**src/rtl/irqs_pkg.sv**
```systemverilog
package irqs_pkg;
  localparam int OFS_STATUS = 0;
  localparam int OFS_MASK   = 4;

  typedef enum logic [1:0] {
    SEL_NONE,
    SEL_STATUS,
    SEL_MASK
  } reg_sel_e;
endpackage

```
**src/rtl/irqs_line_sample.sv**
```systemverilog
// Captures the live request levels into the internal level register.
module irqs_line_sample #(
  parameter int N = 32
) (
  input  logic         clk,
  input  logic         rst,
  input  logic [N-1:0] lines_i,
  output logic [N-1:0] level_o
);
  always_ff @(posedge clk) begin
    if (rst) level_o <= '0;
    else     level_o <= lines_i;
  end
endmodule

```
**src/rtl/irqs_status_array.sv**
```systemverilog
// One sticky status bit per line; a high level beats a clear request.
module irqs_status_array #(
  parameter int N = 32
) (
  input  logic         clk,
  input  logic         rst,
  input  logic [N-1:0] level_i,
  input  logic [N-1:0] clr_i,
  output logic [N-1:0] status_o
);
  for (genvar g = 0; g < N; g++) begin : g_bit
    always_ff @(posedge clk) begin
      if (rst)             status_o[g] <= 1'b0;
      else if (level_i[g]) status_o[g] <= 1'b1;
      else if (clr_i[g])   status_o[g] <= 1'b0;
    end
  end
endmodule

```
**src/rtl/irqs_regport.sv**
```systemverilog
// Address decode, mask storage, clear vector and read mux.
module irqs_regport
  import irqs_pkg::*;
#(
  parameter int N  = 32,
  parameter int AW = 4
) (
  input  logic          clk,
  input  logic          rst,
  input  logic          wr_i,
  input  logic [AW-1:0] addr_i,
  input  logic [N-1:0]  wdata_i,
  input  logic [N-1:0]  status_i,
  output logic [N-1:0]  rdata_o,
  output logic [N-1:0]  clr_o,
  output logic [N-1:0]  mask_o
);
  localparam logic [AW-1:0] ADDR_ST = AW'(OFS_STATUS);
  localparam logic [AW-1:0] ADDR_MK = AW'(OFS_MASK);

  reg_sel_e sel;

  always_comb begin
    if (addr_i == ADDR_ST)      sel = SEL_STATUS;
    else if (addr_i == ADDR_MK) sel = SEL_MASK;
    else                        sel = SEL_NONE;
  end

  always_ff @(posedge clk) begin
    if (rst)                         mask_o <= '0;
    else if (wr_i && sel == SEL_MASK) mask_o <= wdata_i;
  end

  assign clr_o = (wr_i && sel == SEL_STATUS) ? wdata_i : '0;

  always_comb begin
    unique case (sel)
      SEL_STATUS: rdata_o = status_i;
      SEL_MASK:   rdata_o = mask_o;
      default:    rdata_o = '0;
    endcase
  end
endmodule

```
**src/rtl/irq_status_hub.sv**
```systemverilog
module irq_status_hub #(
  parameter int N_LINES = 32,
  parameter int ADDR_W  = 4
) (
  input  logic               clk,
  input  logic               rst,
  input  logic [N_LINES-1:0] irq_lines,
  input  logic               reg_wr,
  input  logic [ADDR_W-1:0]  reg_addr,
  input  logic [N_LINES-1:0] reg_wdata,
  output logic [N_LINES-1:0] reg_rdata,
  output logic               irq_o
);
  logic [N_LINES-1:0] level_q;
  logic [N_LINES-1:0] stat_q;
  logic [N_LINES-1:0] mask_q;
  logic [N_LINES-1:0] clr_vec;

  irqs_line_sample #(.N(N_LINES)) u_sample (
    .clk(clk), .rst(rst), .lines_i(irq_lines), .level_o(level_q)
  );

  irqs_status_array #(.N(N_LINES)) u_status (
    .clk(clk), .rst(rst), .level_i(level_q), .clr_i(clr_vec), .status_o(stat_q)
  );

  irqs_regport #(.N(N_LINES), .AW(ADDR_W)) u_regs (
    .clk(clk), .rst(rst), .wr_i(reg_wr), .addr_i(reg_addr), .wdata_i(reg_wdata),
    .status_i(stat_q), .rdata_o(reg_rdata), .clr_o(clr_vec), .mask_o(mask_q)
  );

  always_ff @(posedge clk) begin
    if (rst) irq_o <= 1'b0;
    else     irq_o <= |(stat_q & mask_q);
  end
endmodule

```
**config.mk**
```make
export PLATFORM = sky130hd
export DESIGN_NAME = irq_status_hub
export DESIGN_NICKNAME = d
export VERILOG_FILES = /design/src/rtl/irqs_pkg.sv /design/src/rtl/irqs_line_sample.sv /design/src/rtl/irqs_status_array.sv /design/src/rtl/irqs_regport.sv /design/src/rtl/irq_status_hub.sv
export SDC_FILE = /design/constraint.sdc
export NUM_CORES = 1
export LEC_CHECK = 0
export ABC_AREA = 0
export BUFFER_PORTS_ARGS = -buffer_cell sky130_fd_sc_hd__buf_4
export CAP_MARGIN = 25
export CORE_ASPECT_RATIO = 0.6
export CORE_MARGIN = 1
export CORE_UTILIZATION = 30
export CTS_CLUSTER_SIZE = 8
export DETAILED_ROUTE_END_ITERATION = 6
export HOLD_SLACK_MARGIN = 0.03
export SYNTH_ARGS = -nofsm -noshare
export SYNTH_HDL_FRONTEND = slang
export SYNTH_SLANG_ARGS = --single-unit
```
**constraint.sdc**
```tcl
create_clock -name clk -period 1.13 [get_ports clk]
set_input_delay 0 -clock clk [delete_from_list [all_inputs] [get_ports clk]]
set_output_delay 0 -clock clk [all_outputs]
set_load 0.02 [all_outputs]
```
==> impl_metrics.json <==
{
  "run_status": "complete, but fails checks",
  "failed_checks": "setup timing",
  "wl_per_cell_um": 17.57,
  "drc": 0,
  "p_switching_mw": 1.893,
  "power_density_nw_per_um2": 1132,
  "nets": 742,
  "io_pins": 104,
  "syn_avg_cell_area_um2": 8.636,
  "antenna_cells": 0,
  "slew_headroom": 0.8050,
  "yosysSeqAreaShare": 0.5008,
  "pre_cts_slack_ns": -0.1674,
  "clkLatencyLatePin_ns": 0.35,
  "fillerInstances": 1070,
  "cts_max_path_buffers": 2,
  "crit_path_end_kind": "flop",
  "arrival_ns": 1.46,
  "p_int_mw": 6.014,
  "io_buffers": 103,
  "drt-total-wl_um": 14740,
  "groute.usage.overall": 0.2199,
  "grt_max_degree": 47,
  "use_met2": 0.3283,
  "period_minus_slack_ns": 1.224,
  "antenna_found_initial": 0,
  "yosysWarnings": 0,
  "postSynthCellCount": 449,
  "power_frac_clock": 0.385,
  "rsz0062_at_grt": "true",
  "die_w_um": 148.8,
  "die_h_um": 90.06,
  "start_util": 0.3144,
  "hold_class": "in -> reg",
  "drive_gt1_frac": 0.3724,
  "syn_to_final_growth_pct": 80.12,
  "vias": 4230,
  "place_area_um2": 5256,
  "ys_types": 21,
  "grt_pass1_wl_um": 22270,
  "num_rows": 31,
  "vias_per_cell": 5.042,
  "grt_pass1_vias": 4106,
  "fin_crit_sh": 1.083,
  "numCtsBuffers": 9,
  "initialDrtViolationCount": 326,
  "fin_skew_ns": 0.005435,
  "worst_pin_slew_ns": 0.2915,
  "finalSetupViolations": 22,
  "cp_max_fo": 3,
  "h-tree-depth": 3,
  "drv_slew": 0,
  "stdcell_area_um2": 6984,
  "top_usage_layer": "met2",
  "fin_setup_tns_ns": -0.4966,
  "grt-ovfl-total": 0,
  "combPwrFrac": 0.147,
  "use_met3": 0.06954,
  "ir_worst_vdd_uv": 677.8,
  "clock-sinks": 97,
  "syn-cell-area_um2": 3877,
  "seqPwrFrac": 0.468,
  "crit_required_ns": 1.37,
  "die-area_um2": 13400,
  "fmax_mhz": 816.9,
  "hold_viol_final": 0,
  "cts_tree": "yes",
  "seq_area_um2": 1994,
  "place_congestion": 0.7968,
  "root_buffer": "clkbuf_16",
  "drtPass1Iterations": 5,
  "cap_violations": 0,
  "clkTransAtPathRegs_ns": 0.07,
  "ys_seq_elements": 97,
  "critical_path_class": "reg -> reg",
  "power_mw": 7.907,
  "post-dp-hpwl_um": 8954,
  "synth_fp_nets": 520,
  "finalWorstSetupSlack_ns": -0.09416,
  "switching_share": 0.2394,
  "critPathLaunchType": "flop",
  "met1_usage": 0.3038,
  "p_leak_nw": 2.905,
  "multi_input_area_um2": 1747,
  "core_um2": 12330,
  "ant_nets": 0
}
==> sequential cells by signal (all words and copies together) (netlist names) <==
register / count
u_status.status_o: 32
u_sample.level_o: 32
u_regs.mask_o: 32
irq_o: 1
==> worst paths after layout <==
check / from / end / slack, ns / depth (start not counted)
worst max-delay path: u_status.status_o[31] / irq_o / -0.09 / 3
worst max register to register: u_status.status_o[31] / irq_o / -0.09 / 3
worst min-delay path: rst / irq_o / 0.05 / 3
worst min register to register: u_sample.level_o[11] / u_status.status_o[11] / 0.42 / 2
==> cells in the mapped netlist <==
| cell | instances | area (um2) |
|---|---|---|
| clkbuf_1 | 18 | 67.56 |
| inv_1 | 34 | 127.6 |
| buf_2 | 7 | 35.03 |
| nand3_1 | 32 | 160.2 |
| o21ai_0 | 4 | 20.02 |
| or4b_4 | 1 | 13.76 |
| a22oi_1 | 16 | 120.1 |
| nor2b_1 | 32 | 200.2 |
| dfxtp_1 | 97 | 1942 |
| o21ai_1 | 60 | 300.3 |
| buf_4 | 3 | 22.52 |
| a21oi_1 | 64 | 320.3 |
| nand4_1 | 4 | 25.02 |
| nor4_2 | 1 | 12.51 |
| or4_4 | 1 | 11.26 |
| nand2_1 | 32 | 120.1 |
| o41a_1 | 1 | 11.26 |
| nor4b_1 | 1 | 8.760 |
| buf_6 | 6 | 67.56 |
| buf_1 | 3 | 11.26 |
| a22o_1 | 32 | 280.3 |
==> through the flow <==
step	util	cells	hold slack (ns)
after CTS	0.5515	836	0.04951
after detailed placement	0.4262	740	0.2141
after floorplan	-	449	0.1282
after global routing	0.5662	839	0.07992
after global placement	0.4262	740	0.2095
final	0.5662	839	0.05027
==> power groups by stage <==
| stage | Combinational, mW | Sequential (mW) | Clock, mW |
|---|---|---|---|
| 2_1_floorplan | 0.349 | 3.72 | 0 |
| 4_1_cts | 1.12 | 3.68 | 3.06 |
| 3_3_place_gp | 0.804 | 3.74 | 0 |
| 5_1_grt | 1.25 | 3.71 | 3.23 |
| 3_5_place_dp | 0.819 | 3.74 | 0 |
| 6_report | 1.17 | 3.70 | 3.04 |
==> cells by family after synthesis <==
family	Yosys count	share of synthesized area
AOI/OAI and AO/OA	177	0.2714
buffers and inverters	71	0.08551
and+or+nand+nor	104	0.1423
DFF	97	0.5008
==> area by class of cell <==
class                   count  share of cell area
repair buffers            248              0.3759
flip-flops and latches     97              0.2856
multi-input cells         281              0.2501
clock buffers              10             0.03422
well taps                 165             0.02956
inverters                  34             0.01827
clock inverters             4            0.006449
==> critical path: stages, from the launching register on <==
cell and delay [ns]:
dfxtp_1 0.33, a22oi_2 0.22, nand4_1 0.14, o41a_1 0.42
==> timing repair <==
item	in CTS	in global routing
pin swaps	35	31
hold buffers	72	1
resized for setup	87	53
hold endpoints to repair	94	1
endpoints found under the setup margin	33	34
buffers inserted	8	3
cloned	6	0
==> cell usage in the layout (no fill, tap or decap), types with 2 or more instances in the layout <==
master         instances
a21oi_1               64
a22o_1                23
a22o_4                 9
a22oi_1                8
a22oi_2                8
buf_12                14
buf_16                 4
buf_4                 83
buf_6                 72
bufbuf_16              2
clkbuf_16              9
clkinv_2               3
dfxtp_1               57
dfxtp_2               39
dlygate4sd3_1         72
inv_1                 34
nand2_1               32
nand3_1               32
nand4_1                4
nor2b_1               32
o21ai_0                4
o21ai_1               60
==> per-layer routing <==
layer  up-vias  share of wire
li1       2014              -
met1      2028           0.48
met2       171           0.44
met3        17          0.075
met4         0         0.0079
met5         -              0
Note: power is estimated with default switching activity, not from simulation.
